<file path="src/rtl/rx_holdback_fifo.sv">
module rx_holdback_fifo #(
  parameter int DATA_W = 8,
  parameter int WINDOW = 64,
  parameter int DEPTH  = 128
) (
  input  logic              clk,
  input  logic              rst_n,
  input  logic              in_valid,
  input  logic [DATA_W-1:0] in_data,
  input  logic              in_last,
  input  logic              in_collision,
  output logic              out_valid,
  input  logic              out_ready,
  output logic [DATA_W-1:0] out_data,
  output logic              out_last,
  output logic              out_error,
  output logic              overflow
);
  localparam int AW = $clog2(DEPTH);
  localparam int CW = $clog2(WINDOW + 1);
  localparam int EW = DATA_W + 2;

  logic [EW-1:0] mem [DEPTH];
  logic [AW:0]   wr_ptr, start_ptr, commit_ptr, rd_ptr;
  logic [CW-1:0] cnt;
  logic          dropping, ovf_q;

  wire [AW:0] used      = wr_ptr - rd_ptr;
  wire        room      = used < (AW+1)'(DEPTH - 1);
  wire        committed = cnt == CW'(WINDOW);
  wire        take      = in_valid && !dropping;
  wire        kill_coll = in_collision && !committed && !dropping && (in_valid || cnt != '0);
  wire        ovf       = take && !room && !kill_coll;
  wire        runt      = take && room && in_last && cnt < CW'(WINDOW - 1) && !kill_coll;
  wire        wr_byte   = take && room && !kill_coll && !runt;
  wire        we        = wr_byte || (ovf && committed);
  wire [EW-1:0] wdata   = ovf ? {1'b1, 1'b1, {DATA_W{1'b0}}} : {1'b0, in_last, in_data};
  wire        pop       = out_valid && out_ready;

  always_ff @(posedge clk)
    if (we) mem[wr_ptr[AW-1:0]] <= wdata;

  always_ff @(posedge clk) begin
    if (!rst_n) begin
      wr_ptr     <= '0;
      start_ptr  <= '0;
      commit_ptr <= '0;
      rd_ptr     <= '0;
      cnt        <= '0;
      dropping   <= 1'b0;
      ovf_q      <= 1'b0;
    end else begin
      ovf_q <= ovf;
      if (pop) rd_ptr <= rd_ptr + 1'b1;
      if (dropping && in_valid && in_last) dropping <= 1'b0;
      if (kill_coll) begin
        wr_ptr   <= start_ptr;
        cnt      <= '0;
        dropping <= !(in_valid && in_last);
      end else if (ovf) begin
        cnt      <= '0;
        dropping <= !in_last;
        if (committed) begin
          wr_ptr     <= wr_ptr + 1'b1;
          commit_ptr <= wr_ptr + 1'b1;
          start_ptr  <= wr_ptr + 1'b1;
        end else begin
          wr_ptr <= start_ptr;
        end
      end else if (runt) begin
        wr_ptr <= start_ptr;
        cnt    <= '0;
      end else if (wr_byte) begin
        wr_ptr <= wr_ptr + 1'b1;
        if (cnt >= CW'(WINDOW - 1)) commit_ptr <= wr_ptr + 1'b1;
        if (in_last) begin
          cnt       <= '0;
          start_ptr <= wr_ptr + 1'b1;
        end else if (!committed) begin
          cnt <= cnt + 1'b1;
        end
      end
    end
  end

  assign out_valid = rd_ptr != commit_ptr;
  assign {out_error, out_last, out_data} = mem[rd_ptr[AW-1:0]];
  assign overflow  = ovf_q;
endmodule

</file>
<file path="config.mk">
export PLATFORM = sky130hd
export DESIGN_NAME = rx_holdback_fifo
export DESIGN_NICKNAME = d
export VERILOG_FILES = /design/src/rtl/rx_holdback_fifo.sv
export SDC_FILE = /design/constraint.sdc
export NUM_CORES = 1
export LEC_CHECK = 0
export BUFFER_PORTS_ARGS = -buffer_cell sky130_fd_sc_hd__buf_2
export CORE_UTILIZATION = 50
export CTS_CLUSTER_DIAMETER = 80
export CTS_CLUSTER_SIZE = 30
export DETAILED_ROUTE_END_ITERATION = 10
export HOLD_SLACK_MARGIN = 0.02
export MAX_ROUTING_LAYER = met4
export PLACE_DENSITY = 0.71
export SETUP_SLACK_MARGIN = 0.2
export SLEW_MARGIN = 20
export SYNTH_ARGS = -nofsm -noshare
export SYNTH_HDL_FRONTEND = slang
export SYNTH_SLANG_ARGS = --single-unit
</file>
<file path="constraint.sdc">
create_clock -name clk -period 4.6 [get_ports clk]
set_input_delay 0.46 -clock clk [delete_from_list [all_inputs] [get_ports clk]]
set_output_delay 0.46 -clock clk [all_outputs]
set_load 0.05 [all_outputs]
</file>
Word-level counts from Yosys, hierarchy flattened
Memories as Yosys holds them, arrays and structs flattened. A register that Yosys moved wholly into a read port is not among the register bits.
Cells that the tools add are included.
{"block": "word_totals", "regBits": 41, "ramBits": 1280, "input_bits": 14, "output_inout_bits": 12, "wordCells": 82, "mem_count": 1}
{"memory": "mem", "words": 128, "word_bits": 10, "read_ports": 1, "rd_clocked_by_memory_dff": 1, "wr": 1, "line": "23", "source": "logic [EW-1:0] mem [DEPTH];"}
{"block": "classes", "addsub": 4, "order_cmp": 3, "eq_ne": 5, "n_mux": 24, "n_bitwise": 2, "reduce_logical": 36}
{"cell": "8-bit two-way mux", "count": 14}
{"cell": "7-bit two-way mux", "count": 4}
{"cell": "1-bit logical AND", "count": 17}
{"cell": "8-bit by 1-bit adder with 8-bit output (second input constant)", "count": 2}
{"cell": "10-bit two-way mux", "count": 1}
{"cell": "8-bit by 7-bit less-than comparator with 1-bit output (second input constant)", "count": 1}
{"cell": "8-bit inequality test", "count": 1}
{"cell": "8-bit subtractor", "count": 1}
{"cell": "7-bit by 1-bit adder with 7-bit output (second input constant)", "count": 1}
{"cell": "7-bit == test (second input constant)", "count": 1}
{"cell": "7-bit by 6-bit greater-or-equal comparator with 1-bit output (second input constant)", "count": 1}
{"cell": "1-bit logical NOT", "count": 7}
{"cell": "7-bit by 6-bit less-than comparator with 1-bit output (second input constant)", "count": 1}
{"cell": "7-bit nonzero test", "count": 1}
{"cell": "2-bit inequality test (second input constant)", "count": 3}
{"cell": "2-bit nonzero test", "count": 3}
{"cell": "1-bit two-way mux", "count": 5}
{"cell": "5-bit AND reduction", "count": 1}
{"cell": "4-bit AND reduction", "count": 1}
{"cell": "4-bit nonzero test", "count": 1}
{"cell": "4-bit OR reduction", "count": 1}
{"cell": "3-bit nonzero test", "count": 1}
{"cell": "1-bit logical OR", "count": 2}
{"cell": "1-bit inverter", "count": 2}
{"cell": "2-bit AND reduction", "count": 1}

Depth between registers and ports, before layout
Gate-level depths: netlist (run 1).
{"block": "logic_depth", "word_depth": 13, "depth_mapped": 13, "ltp_nobuf": 11}

Worst setup path before layout (run 1)
Ideal clock, no wire load.
{"block": "synth_path", "kind": "reg2reg", "startpoint": "reg wr_ptr[0]", "endpoint": "mem mem[0][8] in the netlist's numbering, data pin", "arrival_ns": 3.786, "t_required_ns": 4.048, "path_slack_ns": 0.262, "path_stages_with_launch": 12, "period_less_slack_ns": 4.338, "path_cell_list": "dfxtp_1 -> clkinv_1 -> ha_1 -> inv_1 -> fa_1 -> xnor2_1 -> nor3_1 -> nand4b_1 -> o22ai_4 -> nand2_1 -> clkbuf_1 -> nand2b_1"}
{"block": "synth_via", "elab_chain_cells": 6}
{"element": "start: declaration", "line": "24", "source": "logic [AW:0] wr_ptr, start_ptr, commit_ptr, rd_ptr;"}
{"element": "start signal: assignment", "line": "57", "source": "wr_ptr <= start_ptr;"}
{"element": "start signal: assignment", "line": "64", "source": "wr_ptr <= wr_ptr + 1'b1;"}
{"element": "start signal: assignment", "line": "68", "source": "wr_ptr <= start_ptr;"}
{"element": "8-bit subtractor", "line": "28", "source": "wire [AW:0] used = wr_ptr - rd_ptr;"}
{"element": "8-bit by 7-bit less-than comparator with 1-bit output", "line": "29", "source": "wire room = used < (AW+1)'(DEPTH - 1);"}
{"element": "1-bit logical NOT", "line": "33", "source": "wire ovf = take && !room && !kill_coll;"}
{"element": "1-bit logical AND (2 in series)", "line": "33"}
{"element": "10-bit two-way mux", "line": "37", "source": "wire [EW-1:0] wdata = ovf ? {1'b1, 1'b1, {DATA_W{1'b0}}} : {1'b0, in_last, in_data};"}
{"element": "net wdata[8]", "line": "37"}
{"element": "end: declaration", "line": "23"}
The timed path passes the listed nets, and every way through them passes these cells.

==> flow_metrics.tcl, run 1 <==
set metrics [dict create \
    ios 26 \
    worstReg2RegStart "rd_ptr[2]" \
    syn_to_final_growth_pct 9.01 \
    synth.avg_cell_area_um2 22.0 \
    wl_per_cell_um 29.7 \
    synth_area_um2 51800 \
    p_comb_share_pct 5.3 \
    outcome "finished, final reports clean" \
    fp-row-count 117 \
    clk_pin_slew_ns 0.11 \
    via_count 24458 \
    firstDrtPassIters 6 \
    grt.total_usage_pct 23.2 \
    peakVddDrop_uv 356 \
    clockRootBuffer "clkbuf_16" \
    cap_violations 0 \
    tns_ns 0 \
    p_switching_uw 4260 \
    period_minus_slack_ns 4.29 \
    ctsHtreeMaxLevel 2 \
    worstPathArrival_ns 3.83 \
    layout_common_cells "1280 x edfxtp_1, 390 x mux4_2, 168 x buf_4" \
    cp-end-kind "output pin" \
    async_reset_ff_share_pct 0 \
    synth_warnings 0 \
    worstMarginPinSlew_ns 1.07 \
    antenna_found_initial 7 \
    rsz0062_at_grt "no" \
    die_area_um2 105000 \
    hold_class "primary input to flip-flop" \
    clock_sinks 1328 \
    max_freq_ghz 0.233 \
    path_class "flip-flop to output pin" \
    ys_seq_area_share_pct 76.1 \
    top_layer "met4" \
    die_h_um 324 \
    portBuffers 25 \
    final_common_cell "edfxtp_1" \
    drc_errors 0 \
    nNetsFinal 2525 \
    crit_fanout 46 \
    fin_skew_ns 0.0306 \
    placed_area_um2 54700 \
    synth_edf_count 1280 \
    post-route-period-util_pct 93.2 \
    overflow 0 \
    required_ns 4.14 \
    rr_worst_depth 10 \
    final-max-slew-violation-count 0 \
    drt_iter0_markers 3517 \
    wirelength_mm 116 \
    p_per_area_nw_per_um2 359 \
    cts_tree "done" \
    leakagePower_uw 0.0167 \
    netSwitchingFraction_pct 21.0 \
    intPower_uw 16000 \
    grt_max_degree 109 \
    finalSetupViolations 0 \
    clock_power_share_pct 28.4 \
    synth-seq-cells 1328 \
    grt_pass1_wl_mm 170 \
    critPathLaunchType "flip-flop" \
    grt_pass1_vias 24268 \
    gp_congestion 0.928 \
    core_area_um2 102000 \
    cts_buffers 52 \
    wl_met2_mm 55.3 \
    synthFlopType "edfxtp_1" \
    slew_headroom_pct 28.4 \
    detail-route-antenna-nets 0 \
    synth_nets 2378 \
    reg2reg_slack_ns 0.64 \
    cp-endpoint "out_data[0]" \
    initial_core_util_pct 50.7 \
    wl_met1_mm 46.7 \
    reg2reg_to "mem[70][1]" \
    max-clock-path-buffers 3 \
    dr_wl_met3_mm 11.0 \
    hpwlAfterDp_mm 73.5 \
    hold_viol 0 \
    vias_per_cell 6.29 \
    insertion_delay_ns 0.71 \
    drive_above_1_share_pct 27.9 \
    synthCells 2351 \
    power_frac_seq_pct 66.3 \
    die_x_um 324 \
    yosysUniqueCellTypes 45 \
    final_cell_area_um2 56500 \
]
## worst min path at each step
stage | from | end | slack, ns | depth (start not counted)
floorplan | commit_ptr[7] | commit_ptr[7] | 0.45 | 2
global placement | start_ptr[0] | start_ptr[0] | 0.46 | 2
detailed placement | commit_ptr[2] | commit_ptr[2] | 0.46 | 2
CTS | in_collision | dropping | 0.10 | 3
global route | in_collision | dropping | 0.15 | 3
finish | in_collision | dropping | 0.14 | 3
## timing repair
action,in CTS,in global routing
hold buffers,1,0
resized for setup,12,1
buffers inserted,2,0
gates cloned,1,0
endpoints found under the setup margin,10,1
hold endpoints to repair,1,0
pin swaps,0,0
## cell usage after synthesis (2+ instances only)
cell	n	area, um2
a21boi_0	2	15.0
a21oi_1	16	80.1
a22oi_1	42	315
and2_1	18	113
and3_1	5	31.3
buf_1	17	63.8
buf_2	44	220
buf_4	4	30.0
clkbuf_1	58	218
dfxtp_1	48	961
edfxtp_1	1280	38400
ha_1	12	150
inv_1	13	48.8
mux2i_1	42	420
mux2i_4	2	45.0
mux4_2	390	8780
nand2_1	58	218
nand2b_1	12	75.1
nand3_1	22	110
nand3b_1	3	22.5
nand4_1	14	87.6
nand4b_1	3	26.3
nor2_1	148	556
nor2b_1	9	56.3
nor3_1	10	50.1
nor3b_1	3	22.5
nor4_1	5	31.3
o211ai_1	18	135
o21ai_0	6	30.0
or3_1	3	18.8
xnor2_1	18	158
xor2_1	13	114
## critical path, stage by stage (launching register included)
cell	delay, ns
dfxtp_4	0.57
buf_12	0.30
buf_4	0.28
mux4_2	0.32
mux4_2	0.56
a22oi_1	0.35
nand4_1	0.35
buf_2	0.33
## logic make-up after synthesis
group | after synthesis | share of synthesized area [%]
DFF | 1328 | 76.1
muxes | 436 | 17.9
and+or+nand+nor | 314 | 2.75
buffers and inverters | 138 | 1.15
AOI/OAI and AO/OA | 91 | 1.26
xor gates and xnor gates | 31 | 0.524
adders and majority gates | 13 | 0.329
## per-layer routing
metal | up-vias | global-route usage (%)
met5 | - | -
met4 | 0 | 5.69
met3 | 142 | 3.63
met2 | 1259 | 34.9
met1 | 13004 | 33.8
li1 | 10053 | -
## stage by stage
step                hold slack, ns  setup slack, ns  power, uW  utilization [%]  cells
floorplan                    0.446            0.262      14300                -   2351
detailed placement           0.462            0.458      14800             53.5   3803
finish                       0.136            0.311      20300             55.2   3888
global placement             0.460            0.644      14700             53.5   3803
global route                 0.146            0.207      20800             55.2   3887
CTS                          0.100            0.300      20300             55.1   3878
## layout make-up
class / count / area, um2
fill: 7469 / 45700
multi-input combinational: 885 / 11900
timing repair buffer: 217 / 1880
sequential: 1328 / 39400
inverter: 14 / 55.1
clock inverter: 15 / 169
clock buffer: 56 / 1340
antenna: 5 / 12.5
tap: 1368 / 1710
## power groups by stage
stage / registers [uW] / clock network (uW) / logic (uW)
6_report: 13400 / 5750 / 1070
5_1_grt: 13400 / 6190 / 1130
4_1_cts: 13400 / 5850 / 1050
3_5_place_dp: 13700 / 0 / 1040
3_3_place_gp: 13700 / 0 / 996
2_1_floorplan: 13800 / 0 / 598
## flip-flops by register name, indices dropped and copies added, names as in the netlist, named ones only
register and cells:
wr_ptr 8, commit_ptr 8, rd_ptr 8, cnt 7
mem 1280, dropping 1, overflow 1, start_ptr 8
No activity file was read; power rests on OpenSTA's default activity.
==> run 2, diff against run 1 <==
==> constraint.sdc (replaced) <==
create_clock -name clk -period 4.6 [get_ports clk]
set_input_delay 0 -clock clk [delete_from_list [all_inputs] [get_ports clk]]
set_output_delay 0 -clock clk [all_outputs]
set_load 0.05 [all_outputs]
==> run 2 against run 1 <==
Net effect: sequential cell count is the same; design area down 0.32%; core utilization down 0.18 points; global-route usage down 0.20 points; worst hold slack got worse by 0.13 ns; largest power group unchanged.
==> flow_metrics.tcl, run 2 (synthesis results as in run 1) <==
set metrics [dict create \
    via_count 24445 \
    cpMostUsedCell "buf_4" \
    ios 26 \
    insertion_delay_ns 0.69 \
    max_stage_delay_ns 0.78 \
    clockRootBuffer "clkbuf_16" \
    post-route-period-util_pct 93.9 \
    die_area_um2 105000 \
    peakVddDrop_uv 325 \
    cp_cell_sequence "clkinv_1 -> ha_1 -> inv_1 -> fa_1 -> xnor2_1 -> nor3_1 -> nand4b_1 -> o22ai_4 -> mux2i_4 -> nand2b_1 -> buf_4 -> nor2_1 -> buf_4" \
    worstMarginPinSlew_ns 1.14 \
    drc_errors 0 \
    cp-end-kind "flip-flop" \
    grt.total_usage_pct 23.0 \
    max-clock-path-buffers 3 \
    reg2reg_slack_ns 0.28 \
    nNetsFinal 2520 \
    slew_headroom_pct 24.2 \
    detail-route-antenna-nets 0 \
    layout_common_cells "1280 x edfxtp_1, 390 x mux4_2, 160 x buf_4" \
    overflow 0 \
    grt_pass1_wl_mm 170 \
    path_class "flip-flop to flip-flop" \
    cts_buffers 52 \
    drt_iter0_markers 3264 \
    worstPathArrival_ns 4.69 \
    largest_reg_flops 1280 \
    worstReg2RegStart "wr_ptr[0]" \
    vias_per_cell 6.30 \
    cts_tree "done" \
    ctsHtreeMaxLevel 2 \
    placed_area_um2 54600 \
    reg2reg_to "mem[2][5]" \
    fin_cells 3879 \
    die_x_um 324 \
    place_inst 3793 \
    period_minus_slack_ns 4.32 \
    fp-row-count 117 \
    critPathLaunchType "flip-flop" \
    initial_core_util_pct 50.7 \
    final_cell_area_um2 56300 \
    syn_to_final_growth_pct 8.66 \
    outcome "finished, final reports clean" \
    clk_pin_slew_ns 0.11 \
    post-route-util_pct 55.1 \
    antenna_found_initial 4 \
    cp.depth 13 \
    drive_above_1_share_pct 27.3 \
    rr_worst_depth 13 \
    final_common_cell "edfxtp_1" \
    final-max-slew-violation-count 0 \
    grt_pass1_vias 24510 \
    p_per_area_nw_per_um2 358 \
    hold-path-cell-count 2 \
    hp-start "in_data[1]" \
    portBuffers 25 \
    clock_sinks 1328 \
    fin_skew_ns 0.0372 \
    max_freq_ghz 0.232 \
    wl_per_cell_um 29.5 \
    die_h_um 324 \
    tns_ns 0 \
    required_ns 4.97 \
    cap_violations 0 \
    wirelength_mm 114 \
    core_area_um2 102000 \
    hold_class "primary input to flip-flop" \
    finalSetupViolations 0 \
    rsz0062_at_grt "yes" \
    holdPathEnd "mem[92][1]" \
    slowest_stage "nand2b_1" \
    path_delay_family "simple AND/OR/NAND/NOR gates" \
    firstDrtPassIters 5 \
    cts_setup_buffers 0 \
    leakagePower_uw 0.0166 \
    crit_fanout 15 \
    gp_congestion 0.905 \
    hold_viol 0 \
    hpwlAfterDp_mm 72.7 \
    path_buf_inv 4 \
    grt_max_degree 109 \
]
run 2: cell types whose count changed in the layout (fill, tap and decap cells not counted), moves of 6 or more:
cell	delta
a22oi_1	+10
a22oi_2	-10
dlygate4sd3_1	+10
buf_4	-8
nor2_1	-8
nor2_2	+8
clkbuf_1	+6
run 2: layout make-up:
| class | instances | area (um2) |
|---|---|---|
| Fill cell | 7583 | 45900 |
| Sequential cell | 1328 | 39400 |
| Multi-Input combinational cell | 885 | 11900 |
| Timing Repair Buffer | 212 | 1760 |
| Tap cell | 1368 | 1710 |
| Clock buffer | 62 | 1360 |
| Clock inverter | 9 | 113 |
| Inverter | 14 | 55.1 |
| Antenna cell | 1 | 2.50 |
run 2: metrics by stage:
stage | worst slack (ns) | power, uW | hold WS, ns
3_5_place_dp | 0.212 | 14800 | 0.286
3_3_place_gp | 0.331 | 14700 | 0.278
5_1_grt | 0.136 | 20700 | 0.0365
6_report | 0.283 | 20200 | 0.00862
4_1_cts | 0.215 | 20300 | 0.0942
2_1_floorplan | 0.262 | 14300 | 0.132
run 2: how the worst max path moves through the flow:
stage	start	endpoint	slack, ns
final	wr_ptr[0]	mem[2][5]	0.28
after global routing	wr_ptr[0]	mem[2][5]	0.14
after CTS	wr_ptr[0]	mem[24][7]	0.22
after detailed placement	wr_ptr[0]	mem[24][1]	0.21
after global placement	wr_ptr[0]	mem[0][1]	0.33
after floorplan	wr_ptr[0]	mem[0][8]	0.26
run 2: routing by layer:
layer	up-vias	global-route usage (%)	share of wire (%)
li1	10045	-	-
met1	13053	33.3	41
met2	1217	35.2	48
met3	130	3.38	8.9
met4	0	5.04	2.1
met5	-	-	0
run 2: repair_timing:
item | 4_1_cts | 5_1_grt
hold buffers | 9 | 2
resized for setup | 0 | 9
setup endpoints to repair | 0 | 141
endpoints found under the hold margin | 117 | 49
run 2: report_power, final:
part           switching [uW]  leakage [uW]  internal (uW)  total (uW)
clock                    3510      0.000718           2160        5660
combinational             751       0.00400            316        1070
sequential               18.3        0.0119          13400       13400
run 2: worst register-to-register path: cells and delay by family, from the launching register on:
family,cells,cell delay (ns)
buffers and inverters,4,0.81
muxes,1,0.64
and+or+nand+nor,4,1.29
xor gates and xnor gates,1,0.15
AOI/OAI and AO/OA,1,0.25
DFF,1,0.37
adders and majority gates,2,0.53
